### src/rtl/sbus_pkg.sv
package sbus_pkg;
  typedef enum logic [1:0] {
    ALU_ADD = 2'b00,
    ALU_SUB = 2'b01,
    ALU_AND = 2'b10,
    ALU_OR  = 2'b11
  } alu_op_e;

  typedef struct packed {
    logic n;
    logic z;
    logic v;
  } cc_t;

  localparam int unsigned SRC_PC  = 0;
  localparam int unsigned SRC_MDR = 1;
  localparam int unsigned SRC_IRA = 2;
  localparam int unsigned SRC_RF  = 3;
  localparam int unsigned SRC_Z   = 4;
  localparam int unsigned NSRC    = 5;
endpackage

### src/rtl/sbus_alu.sv
module sbus_alu import sbus_pkg::*; #(
  parameter int unsigned DATA_W = 16
) (
  input  logic [DATA_W-1:0] y_i,
  input  logic [DATA_W-1:0] bus_i,
  input  logic              clr_y_i,
  input  logic              cin_i,
  input  alu_op_e           op_i,
  output logic [DATA_W-1:0] res_o,
  output cc_t               flags_o,
  output logic              arith_o
);
  logic [DATA_W-1:0] a_op, b_eff, sum;
  logic              c_eff;

  always_comb begin
    a_op  = clr_y_i ? '0 : y_i;
    b_eff = (op_i == ALU_SUB) ? ~bus_i : bus_i;
    c_eff = (op_i == ALU_SUB) ? 1'b1 : cin_i;
    sum   = a_op + b_eff + {{(DATA_W-1){1'b0}}, c_eff};
    unique case (op_i)
      ALU_ADD, ALU_SUB: res_o = sum;
      ALU_AND:          res_o = a_op & bus_i;
      default:          res_o = a_op | bus_i;
    endcase
    arith_o   = (op_i == ALU_ADD) || (op_i == ALU_SUB);
    flags_o.n = sum[DATA_W-1];
    flags_o.z = (sum == '0);
    flags_o.v = (a_op[DATA_W-1] == b_eff[DATA_W-1]) && (sum[DATA_W-1] != a_op[DATA_W-1]);
  end
endmodule

### src/rtl/sbus_bus_mux.sv
module sbus_bus_mux #(
  parameter int unsigned DATA_W = 16,
  parameter int unsigned N      = 5
) (
  input  logic [N-1:0]             sel_i,
  input  logic [N-1:0][DATA_W-1:0] src_i,
  output logic [DATA_W-1:0]        bus_o
);
  // AND-OR tree: idle bus is zero
  always_comb begin
    bus_o = '0;
    for (int i = 0; i < N; i++) begin
      bus_o = bus_o | (src_i[i] & {DATA_W{sel_i[i]}});
    end
  end
endmodule

### src/rtl/sbus_regfile.sv
module sbus_regfile #(
  parameter int unsigned DATA_W = 16,
  parameter int unsigned NREGS  = 4,
  localparam int unsigned SEL_W = $clog2(NREGS)
) (
  input  logic              clk_i,
  input  logic              rst_ni,
  input  logic [SEL_W-1:0]  sel_i,
  input  logic              we_i,
  input  logic [DATA_W-1:0] wdata_i,
  output logic [DATA_W-1:0] rdata_o
);
  logic [NREGS-1:0][DATA_W-1:0] regs_q;

  for (genvar g = 0; g < NREGS; g++) begin : g_reg
    always_ff @(posedge clk_i or negedge rst_ni) begin
      if (!rst_ni)                            regs_q[g] <= '0;
      else if (we_i && (sel_i == SEL_W'(g)))  regs_q[g] <= wdata_i;
    end
  end

  assign rdata_o = regs_q[sel_i];

  p_rf_write_r6: assert property (@(posedge clk_i) disable iff (!rst_ni)
    we_i |=> rdata_o == $past(wdata_i) || sel_i != $past(sel_i));
endmodule

### src/rtl/sbus_datapath.sv
module sbus_datapath import sbus_pkg::*; #(
  parameter int unsigned DATA_W  = 16,
  parameter int unsigned MADDR_W = 8,
  parameter int unsigned NREGS   = 4,
  localparam int unsigned SEL_W  = $clog2(NREGS),
  localparam int unsigned AF_LSB = SEL_W
) (
  input  logic               clk_i,
  input  logic               rst_ni,
  input  logic               pc_out_i,
  input  logic               pc_in_i,
  input  logic               mar_in_i,
  input  logic               mdr_out_i,
  input  logic               ir_in_i,
  input  logic               ir_addr_out_i,
  input  logic               rf_out_i,
  input  logic               rf_in_i,
  input  logic               y_in_i,
  input  logic               z_out_i,
  input  logic               z_in_i,
  input  logic               clr_y_i,
  input  logic               cin_i,
  input  logic [1:0]         alu_op_i,
  input  logic               read_i,
  output logic [MADDR_W-1:0] mem_addr_o,
  output logic               mem_read_o,
  input  logic [DATA_W-1:0]  mem_rdata_i,
  input  logic               mem_mfc_i,
  output logic [DATA_W-1:0]  bus_o,
  output logic [DATA_W-1:0]  ir_o,
  output logic [2:0]         cc_o
);
  logic [DATA_W-1:0]  pc_q, mdr_q, ir_q, y_q, z_q;
  logic [MADDR_W-1:0] mar_q;
  cc_t                cc_q;
  logic               rd_pend_q;

  logic [NSRC-1:0]             out_sel;
  logic [NSRC-1:0][DATA_W-1:0] src;
  logic [DATA_W-1:0]           bus, rf_rdata, alu_res, ir_addr_sx;
  cc_t                         alu_flags;
  logic                        alu_arith;
  alu_op_e                     op;

  assign op = alu_op_e'(alu_op_i);
  assign ir_addr_sx = {{(DATA_W-MADDR_W){ir_q[AF_LSB+MADDR_W-1]}}, ir_q[AF_LSB +: MADDR_W]};

  always_comb begin
    out_sel          = '0;
    out_sel[SRC_PC]  = pc_out_i;
    out_sel[SRC_MDR] = mdr_out_i;
    out_sel[SRC_IRA] = ir_addr_out_i;
    out_sel[SRC_RF]  = rf_out_i;
    out_sel[SRC_Z]   = z_out_i;
    src          = '0;
    src[SRC_PC]  = pc_q;
    src[SRC_MDR] = mdr_q;
    src[SRC_IRA] = ir_addr_sx;
    src[SRC_RF]  = rf_rdata;
    src[SRC_Z]   = z_q;
  end

  sbus_bus_mux #(.DATA_W(DATA_W), .N(NSRC)) u_mux (
    .sel_i (out_sel),
    .src_i (src),
    .bus_o (bus)
  );

  sbus_regfile #(.DATA_W(DATA_W), .NREGS(NREGS)) u_rf (
    .clk_i   (clk_i),
    .rst_ni  (rst_ni),
    .sel_i   (ir_q[SEL_W-1:0]),
    .we_i    (rf_in_i),
    .wdata_i (bus),
    .rdata_o (rf_rdata)
  );

  sbus_alu #(.DATA_W(DATA_W)) u_alu (
    .y_i     (y_q),
    .bus_i   (bus),
    .clr_y_i (clr_y_i),
    .cin_i   (cin_i),
    .op_i    (op),
    .res_o   (alu_res),
    .flags_o (alu_flags),
    .arith_o (alu_arith)
  );

  always_ff @(posedge clk_i or negedge rst_ni) begin
    if (!rst_ni) begin
      pc_q <= '0; mar_q <= '0; mdr_q <= '0; ir_q <= '0;
      y_q  <= '0; z_q   <= '0; cc_q  <= '0; rd_pend_q <= 1'b0;
    end else begin
      if (pc_in_i)  pc_q  <= bus;
      if (mar_in_i) mar_q <= bus[MADDR_W-1:0];
      if (ir_in_i)  ir_q  <= bus;
      if (y_in_i)   y_q   <= bus;
      if (z_in_i)   z_q   <= alu_res;
      if (z_in_i && alu_arith) cc_q <= alu_flags;
      if (read_i)                      rd_pend_q <= 1'b1;
      else if (rd_pend_q && mem_mfc_i) rd_pend_q <= 1'b0;
      if (rd_pend_q && mem_mfc_i) mdr_q <= mem_rdata_i;
    end
  end

  assign mem_addr_o = mar_q;
  assign mem_read_o = rd_pend_q;
  assign bus_o      = bus;
  assign ir_o       = ir_q;
  assign cc_o       = cc_q;

  p_one_src_r2: assert property (@(posedge clk_i) disable iff (!rst_ni) $onehot0(out_sel));
  p_idle_bus_r2: assert property (@(posedge clk_i) disable iff (!rst_ni)
    (out_sel == '0) |-> (bus_o == '0));
  p_incr_r4: assert property (@(posedge clk_i) disable iff (!rst_ni)
    (clr_y_i && cin_i && op == ALU_ADD) |-> alu_res == bus + DATA_W'(1));
  p_pc_load_r6: assert property (@(posedge clk_i) disable iff (!rst_ni)
    pc_in_i |=> pc_q == $past(bus));
  p_read_start_r7: assert property (@(posedge clk_i) disable iff (!rst_ni)
    read_i |=> mem_read_o);
  p_read_done_r7: assert property (@(posedge clk_i) disable iff (!rst_ni)
    (mem_read_o && mem_mfc_i && !read_i) |=> !mem_read_o);
  p_mdr_hold_r7: assert property (@(posedge clk_i) disable iff (!rst_ni)
    !(mem_read_o && mem_mfc_i) |=> $stable(mdr_q));
  p_cc_hold_r8: assert property (@(posedge clk_i) disable iff (!rst_ni)
    !(z_in_i && (op == ALU_ADD || op == ALU_SUB)) |=> $stable(cc_o));
  p_z_hold_r10: assert property (@(posedge clk_i) disable iff (!rst_ni)
    !z_in_i |=> $stable(z_q));
endmodule

### config.mk
export PLATFORM = sky130hd
export DESIGN_NAME = sbus_datapath
export DESIGN_NICKNAME = d
export VERILOG_FILES = /design/src/rtl/sbus_pkg.sv /design/src/rtl/sbus_alu.sv /design/src/rtl/sbus_bus_mux.sv /design/src/rtl/sbus_regfile.sv /design/src/rtl/sbus_datapath.sv
export SDC_FILE = /design/constraint.sdc
export NUM_CORES = 1
export LEC_CHECK = 0
export BUFFER_PORTS_ARGS = -buffer_cell sky130_fd_sc_hd__buf_2
export CORE_ASPECT_RATIO = 0.75
export CORE_MARGIN = 5
export CORE_UTILIZATION = 54
export DETAILED_ROUTE_END_ITERATION = 10
export GPL_ROUTABILITY_DRIVEN = 0
export PLACE_DENSITY = 0.75
export SLEW_MARGIN = 20
export SYNTH_ARGS = -nofsm -noshare
export SYNTH_HDL_FRONTEND = slang
export SYNTH_SLANG_ARGS = --single-unit
### constraint.sdc
create_clock -name clk_i -period 4.1 [get_ports clk_i]
set_clock_uncertainty 0.2 [all_clocks]
set_input_delay 0.205 -clock clk_i [delete_from_list [all_inputs] [get_ports clk_i]]
set_output_delay 0.205 -clock clk_i [all_outputs]
set_load 0.01 [all_outputs]
==> results.toml, run 1 <==
[sta]
tightest_slew_ns = 0.876
finalHoldViolCount = 0
worst_slack_ns = 0.225
fmax_mhz = 258
rsz0062_at_grt = "no"
fin_setup_tns_ns = 0
max_slew_margin_pct = 41.6
min_period_ns = 3.87
slew_viol_final = 0
setup_violations = 0
finalCritPeriodShare_pct = 94.5

[setup_path]
critPathKind = "reg -> reg"
worstSetupEndpointType = "flip-flop"
path_max_fanout = 5
cp-start-kind = "flip-flop"
critPathRequiredTime_ns = 4.25
rrSetupSlack_ns = 0.23
worst_ep_arrival_time_ns = 4.03

[drt]
wl_met1_microns = 9660
wl_met3_microns = 1540
drc = 0
vias = 6638
via_per_inst = 5.88
dr.max_layer_used = "met4"
drt_iter0_markers = 646
ant_nets = 0
firstDrtPassIters = 6
drt-total-wl_microns = 22000
wl_per_cell_microns = 19.5
routed-wl-met2_microns = 10300

[synth]
synth.ff_latch_count = 156
synthesis.nets = 872
synthCells = 821
synth_area_leader_cell = "dfrtp_1"
synthTopCellsByArea = "dfrtp_1 (48%), a21oi_1 (6.4%), nor2_1 (4.8%)"
synth_warnings = 0
synth-edff-count = 0
syn-cell-area_sq_um = 8070
yosysUniqueCellTypes = 61
synthFlopType = "dfrtp_1"
synth-async-reset-ratio_pct = 100
post_synth.cell_area_avg_sq_um = 9.83
yosysSeqAreaShare_pct = 48.4
synth_top_area_share_pct = 48.4

[clock_network]
clk_latency_ns = 0.42
cts_tree = "done"
cts_buffer_depth = 2
clkTransAtPathRegs_ns = 0.07
root_buffer = "clkbuf_16"
cts.sinks = 156
cts_made_buffers = 17
htreeDepth = 4

[floorplanning]
initial_utilization_pct = 55.5
die_w_microns = 151
io_pins = 79
coreArea_sq_um = 14500
die-area_sq_um = 17500
row_count = 38
die_h_microns = 116

[final_layout]
antenna_cells = 0
final_core_utilization_pct = 65.8
layout_commonest_cell = "dfrtp_1"
drive_above_1_share_pct = 23.5
layout.nets = 967
layout_common_cells = "dfrtp_1 (155), a21oi_1 (104), nor2_1 (102)"
syn2layout_area_growth_pct = 18.6

[placed_design]
portBuffers = 78
post-dp-hpwl_microns = 15100
pre_cts_ws_ns = 0.138

[global_routing]
grt-ovfl-total = 0
grt_max_degree = 95
grt.total_usage_pct = 25.8
grt_pass1_wl_microns = 34500
grt_pass1_vias = 6302
grt_antenna_before_repair = 0

[pwr]
p_leak_nw = 3.96
p_total_mw = 5.94
peakVddDrop_v = 0.000356
pwr_density_cell_nw_per_um2 = 621

[worst_hold_path]
hold_path.class = "in -> reg"

[status]
run_status = "complete, no violations"

[job]
maxCapViolations = 0
[cells by family (layout without fill, tap and decap cells)]
group / count (synthesis) / in the layout / share of synthesized area [%]
simple gates: 249 / 249 / 13.7
fa+ha+maj: 32 / 32 / 4.65
flops: 156 / 156 / 48.4
compound gates: 235 / 235 / 18.3
buf+inv: 85 / 193 / 4.59
xor+xnor: 25 / 25 / 2.71
mux: 39 / 39 / 7.63
[layout make-up]
class,instances,area (sq um)
Fill cell,1135,4980
Sequential cell,156,3910
Multi-Input combinational cell,580,3810
Timing Repair Buffer,135,891
Clock buffer,17,425
Tap cell,200,250
Clock inverter,15,189
Inverter,26,97.6
[metrics by stage]
stage	std cells	area [sq um]	hold WS, ns
floorplan	821	8070	-0.291
finish	1129	9570	0.0963
global route	1129	9570	0.120
global placement	1074	8720	0.160
CTS	1126	9530	0.0814
detailed placement	1074	8720	0.153
[power by group]
part	internal [mW]	total [mW]	switching (mW)
Sequential	2.02	2.31	0.291
Clock	0.971	1.65	0.681
Combinational	0.867	1.98	1.12
Total	3.85	5.94	2.09
[state kept, by name, indices dropped and copies added, names as in the netlist]
name,cells
z_q,16
ir_o,16
y_q,16
u_rf.regs_q,64
mem_addr_o,8
mem_read_o,1
cc_o,3
pc_q,16
mdr_q,16
[worst paths after layout]
path / to / from / depth (start not counted)
max: cc_o[1] / ir_o[0] / 12
max in group asynchronous: ir_o[0] / rst_ni / 3
min in group asynchronous: cc_o[0] / rst_ni / 2
min reg2reg: cc_o[0] / cc_o[0] / 2
max reg2reg: cc_o[1] / ir_o[0] / 12
min: cc_o[0] / z_in_i / 4
[what timing repair did]
action,CTS,global route
hold endpoints to repair,118,0
setup buffers,0,2
gates resized for setup,0,3
endpoints found under the setup margin,0,4
hold buffers,20,0
[Yosys cell counts, types with 6 or more instances]
cell,number
dfrtp_1,156
a21oi_1,104
nor2_1,103
nand2_1,75
clkbuf_1,40
o21ai_0,37
a22oi_1,22
o21ai_1,21
xnor2_1,20
mux2_2,17
nor2b_1,17
maj3_1,16
inv_2,15
mux4_2,15
nand3_1,15
ha_1,14
nor3_1,13
inv_1,11
a21oi_2,10
buf_4,8
mux2i_1,6
[critical path, stage by stage, from the launching register on]
cell and delay [ns]:
dfrtp_2 0.43, mux4_2 0.53, a21oi_2 0.21, xnor2_1 0.17, fa_1 0.27, inv_1 0.08
fa_1 0.45, xor2_1 0.27, nor4b_1 0.29, o211ai_1 0.16, nor4bb_2 0.43, nand4bb_1 0.18
o21ai_1 0.15
[routing by layer]
layer | GRT usage, % | up-vias
li1 | - | 3071
met1 | 36.6 | 3247
met2 | 40.9 | 277
met3 | 4.61 | 43
met4 | 7.91 | 0
met5 | 0 | -
(Power assumes the default switching activity.)
==> run 2: changes to the inputs <==
--- a/config.mk
+++ b/config.mk
@@ -5,7 +5,7 @@
 export SDC_FILE = /design/constraint.sdc
 export NUM_CORES = 1
 export LEC_CHECK = 0
-export BUFFER_PORTS_ARGS = -buffer_cell sky130_fd_sc_hd__buf_2
+export BUFFER_PORTS_ARGS = -buffer_cell sky130_fd_sc_hd__clkbuf_2
 export CORE_ASPECT_RATIO = 0.75
 export CORE_MARGIN = 5
 export CORE_UTILIZATION = 54
==> run 2 against run 1 <==
Via count fell by 0.98%; sequential power about the same; critical path depth unchanged; clock-buffer cell count increased by 2; critical path type unchanged.
==> results.toml, run 2 (synthesized netlist as in run 1, its figures left out) <==
[setup_path]
path_cells = "buf_12 -> mux4_2 -> a21oi_1 -> xnor2_1 -> ha_1 -> a211oi_1 -> o21ai_1 -> a2111oi_4 -> o31ai_4 -> xnor2_1 -> or3b_1 -> o21ai_1"
critPathBufInv = 1
worst_ep_arrival_time_ns = 3.94
cp-start-kind = "flip-flop"
r2r_start = "ir_o[0]"
critPathRequiredTime_ns = 4.25
path_depth = 12
r2r_cells = 12
rrSetupSlack_ns = 0.31
path_max_fanout = 7
path_delay_family = "compound AO/OA/AOI/OAI gates"
slowest_delay_ns = 0.54
cpMaxStageDelayCell = "a2111oi_4"
critPathKind = "reg -> reg"
r2r-end = "cc_o[1]"
startpoint = "ir_o[0]"
worstSetupEndpointType = "flip-flop"

[floorplanning]
initial_utilization_pct = 55.5
die_h_microns = 116
io_pins = 79
die-area_sq_um = 17500
row_count = 38
die_w_microns = 151
coreArea_sq_um = 14500

[drt]
wl_per_cell_microns = 19.1
via_per_inst = 5.82
drt_iter0_markers = 715
drt-total-wl_microns = 21600
ant_nets = 0
drc = 0
vias = 6573
firstDrtPassIters = 5

[clock_network]
cts_tree = "done"
cts.sinks = 156
root_buffer = "clkbuf_16"
cts_buffer_depth = 2
cts_made_buffers = 17
clkTransAtPathRegs_ns = 0.06
clk_latency_ns = 0.42
htreeDepth = 4

[final_layout]
antenna_cells = 0
final_core_utilization_pct = 65.6
layout_commonest_cell = "dfrtp_1"
largest_reg_flops = 64
largest_register = "u_rf.regs_q"
finalNonFillerCells = 1130
syn2layout_area_growth_pct = 18.3
layout_common_cells = "dfrtp_1 (155), a21oi_1 (104), nor2_1 (102)"
drive_above_1_share_pct = 23.5
layout.nets = 970

[pwr]
p_total_mw = 5.77
peakVddDrop_v = 0.000302
pwr_density_cell_nw_per_um2 = 605
p_leak_nw = 4.00

[placed_design]
post-dp-hpwl_microns = 15000
dp_cells = 1076
portBuffers = 78

[sta]
max_slew_margin_pct = 42.1
slew_viol_final = 0
rsz0062_at_grt = "no"
tightest_slew_ns = 0.868
fmax_mhz = 264
finalHoldViolCount = 0
finalCritPeriodShare_pct = 92.4
min_period_ns = 3.79
setup_violations = 0
fin_setup_tns_ns = 0

[status]
run_status = "complete, no violations"

[job]
maxCapViolations = 0

[worst_hold_path]
hold_path.class = "in -> reg"
hold_depth = 3
min_to = "z_q[12]"
min_from = "z_in_i"

[global_routing]
grt_pass1_vias = 6436
grt_antenna_before_repair = 0
grt-ovfl-total = 0
grt_pass1_wl_microns = 34800
grt.total_usage_pct = 26.0
grt_max_degree = 112
[run 2: cell types whose count changed in the layout (fill, tap and decap cells not counted), sizes merged]
cell,before,now
clkbuf,17,97
buf,115,40
inv,31,26
clkinv,4,7
bufinv,3,1
[run 2: worst max-delay path by stage]
stage,to,slack (ns)
after floorplan,cc_o[1],0.10
after global placement,cc_o[1],0.21
after detailed placement,cc_o[1],0.14
after CTS,cc_o[1],0.10
after global routing,z_q[14],0.10
final,cc_o[1],0.31
[run 2: worst min-delay path: stages]
cell and delay, ns:
clkbuf_2 0.09, buf_4 0.23, a21oi_1 0.15
[run 2: stage by stage]
stage               setup slack (ns)  area (sq um)  hold slack [ns]
floorplan                      0.104          8070           -0.291
global placement               0.211          8730            0.193
detailed placement             0.136          8730            0.192
CTS                            0.105          9480           0.0808
global route                   0.105          9550           0.0979
finish                         0.310          9550            0.100
[run 2: repair_timing]
action | CTS | global route
endpoints found under the setup margin | 0 | 5
gates resized for setup | 0 | 4
hold buffers | 20 | 0
hold endpoints to repair | 135 | 0
setup buffers | 0 | 2
[run 2: cell type report]
cell class,count,area [sq um]
Fill cell,1176,5000
Timing Repair Buffer,138,932
Clock buffer,19,443
Tap cell,200,250
Sequential cell,156,3910
Inverter,26,97.6
Multi-Input combinational cell,580,3820
Clock inverter,11,98.8
[run 2: where the power goes]
group / total, mW / switching, mW / leakage, nW / internal (mW)
clock network: 1.48 / 0.634 / 0.260 / 0.842
registers: 2.32 / 0.300 / 1.69 / 2.02
logic: 1.98 / 1.10 / 2.05 / 0.875
total: 5.77 / 2.04 / 4.00 / 3.73
[run 2: metal layers]
metal	vias to the layer above	share of wire (%)	GRT usage, %
met4	0	2.8	9.66
met5	-	0	0
met2	281	45	39.7
met1	3183	44	37.3
met3	43	7.7	4.81
li1	3066	-	-
==> run 3: changes to the inputs <==
--- a/config.mk
+++ b/config.mk
@@ -8,11 +8,11 @@
 export BUFFER_PORTS_ARGS = -buffer_cell sky130_fd_sc_hd__clkbuf_2
 export CORE_ASPECT_RATIO = 0.75
 export CORE_MARGIN = 5
-export CORE_UTILIZATION = 54
+export CORE_UTILIZATION = 45
 export DETAILED_ROUTE_END_ITERATION = 10
 export GPL_ROUTABILITY_DRIVEN = 0
-export PLACE_DENSITY = 0.75
-export SLEW_MARGIN = 20
+export PLACE_DENSITY = 0.64
+export SLEW_MARGIN = 40
 export SYNTH_ARGS = -nofsm -noshare
 export SYNTH_HDL_FRONTEND = slang
 export SYNTH_SLANG_ARGS = --single-unit
==> run 3 against run 2 <==
Flip-flop and latch count stayed put; combinational power hardly changed; sequential share of layout area is 0.72 points lower; critical path type unchanged.
==> results.toml, run 3 (synthesized netlist as in run 1, its figures left out) <==
[clock_network]
cts.sinks = 156
cts_buffer_depth = 2
cts_made_buffers = 17
htreeDepth = 4
clk_latency_ns = 0.43
root_buffer = "clkbuf_16"
clkTransAtPathRegs_ns = 0.07
cts_tree = "done"

[sta]
worst_slack_ns = 0.229
rsz0062_at_grt = "no"
max_slew_margin_pct = 50.8
tightest_slew_ns = 0.739
fmax_mhz = 258
min_period_ns = 3.87
slew_viol_final = 0
whs_ns = 0.0834
finalCritPeriodShare_pct = 94.4
setup_violations = 0
fin_setup_tns_ns = 0
finalHoldViolCount = 0

[pwr]
power_frac_seq_pct = 38.5
pwr_density_cell_nw_per_um2 = 614
switching_share_pct = 34.1
peakVddDrop_v = 0.000261
clkPwrFrac_pct = 28.0
intPower_mw = 3.93
p_leak_nw = 4.07
p_sw_mw = 2.03
comb_power_share_pct = 33.5

[floorplanning]
io_pins = 79
die_h_microns = 126
die_w_microns = 165
coreArea_sq_um = 17700
initial_utilization_pct = 45.7
die-area_sq_um = 20700
row_count = 42

[setup_path]
r2r_cells = 13
worstSetupEndpointType = "flip-flop"
path_max_fanout = 6
startpoint = "ir_o[0]"
r2r_start = "ir_o[0]"
worst_ep_arrival_time_ns = 4.02
cp-start-kind = "flip-flop"
critPathKind = "reg -> reg"
critPathRequiredTime_ns = 4.25

[worst_hold_path]
min_from = "z_in_i"
hold_depth = 3
hold_path.class = "in -> reg"

[drt]
wl_per_cell_microns = 19.2
drc = 0
firstDrtPassIters = 5
ant_nets = 0
drt-total-wl_microns = 22700
drt_iter0_markers = 538
vias = 6549
via_per_inst = 5.55

[final_layout]
largest_register = "u_rf.regs_q"
drive_above_1_share_pct = 24.0
syn2layout_area_growth_pct = 20.4
antenna_cells = 0
layout.nets = 980
layout_common_cells = "dfrtp_1 (155), a21oi_1 (104), nor2_1 (102)"
layout_commonest_cell = "dfrtp_1"
largest_reg_flops = 64

[placed_design]
post-dp-hpwl_microns = 16100
pre_cts_ws_ns = 0.148
portBuffers = 78

[global_routing]
grt_max_degree = 96
grt-ovfl-total = 0
grt.total_usage_pct = 22.4
grt_pass1_wl_microns = 35800
grt_antenna_before_repair = 0
grt_pass1_vias = 6391

[job]
maxCapViolations = 0

[status]
run_status = "complete, no violations"
[run 3: cell count changes in the layout (fill, tap and decap cells not counted), moves of 2 or more]
cell / delta
buf_12: -2
buf_4: +11
bufinv_16: +3
clkinv_2: -4
clkinvlp_4: -2
inv_6: +2
[run 3: final cells by class]
type                    count  area, sq um
inverters                  26         97.6
repair buffers            148          986
clock buffers              20          447
well taps                 242          303
flip-flops and latches    156         3910
fillers                  1610         7940
clock inverters             9          163
multi-input cells         580         3810
[run 3: metal layers]
metal	track usage (%)	part of all wire (%)
met1	33.4	48
met2	33.7	45
met3	4.38	5.8
met4	5.67	1.7
met5	0	0
[run 3: metrics by stage]
stage	utilization [%]	area [sq um]	cells	total power [mW]
floorplan	-	8070	821	3.62
global placement	50.1	8850	1128	4.22
finish	55.0	9720	1181	5.96
detailed placement	50.2	8870	1130	4.26
global route	55.0	9720	1181	6.31
CTS	54.9	9690	1180	5.96
[run 3: power by group through the flow]
stage / registers, mW / logic (mW) / clock network, mW
after floorplan: 2.23 / 1.39 / 0
after global placement: 2.30 / 1.92 / 0
after detailed placement: 2.31 / 1.96 / 0
after CTS: 2.29 / 1.98 / 1.69
after global routing: 2.35 / 2.21 / 1.75
final: 2.29 / 2.00 / 1.67
[run 3: critical path, stage by stage, from the launching register on]
cell and delay, ns:
dfrtp_2 0.45, mux4_2 0.53, a21oi_2 0.20, xnor2_1 0.10, fa_1 0.42, inv_1 0.10
fa_1 0.21, nor2b_1 0.07, o31a_1 0.29, o211ai_1 0.38, a211o_1 0.19, nand3_1 0.14
or3b_1 0.38, o21ai_1 0.13
[run 3: repair_timing]
item,in CTS,in global routing
setup buffers,0,1
endpoints found under the hold margin,119,0
gates resized for setup,0,4
hold buffers,21,0
setup endpoints to repair,0,4
[run 3: final timing paths]
| check | end | slack, ns |
|---|---|---|
| setup reg to reg | cc_o[1] | 0.23 |
| setup / recovery | cc_o[1] | 0.23 |
| hold / removal | z_q[12] | 0.08 |
| min in group asynchronous | z_q[15] | 0.18 |
| hold reg to reg | u_rf.regs_q[39] | 0.28 |
| max in group asynchronous | u_rf.regs_q[23] | 2.67 |
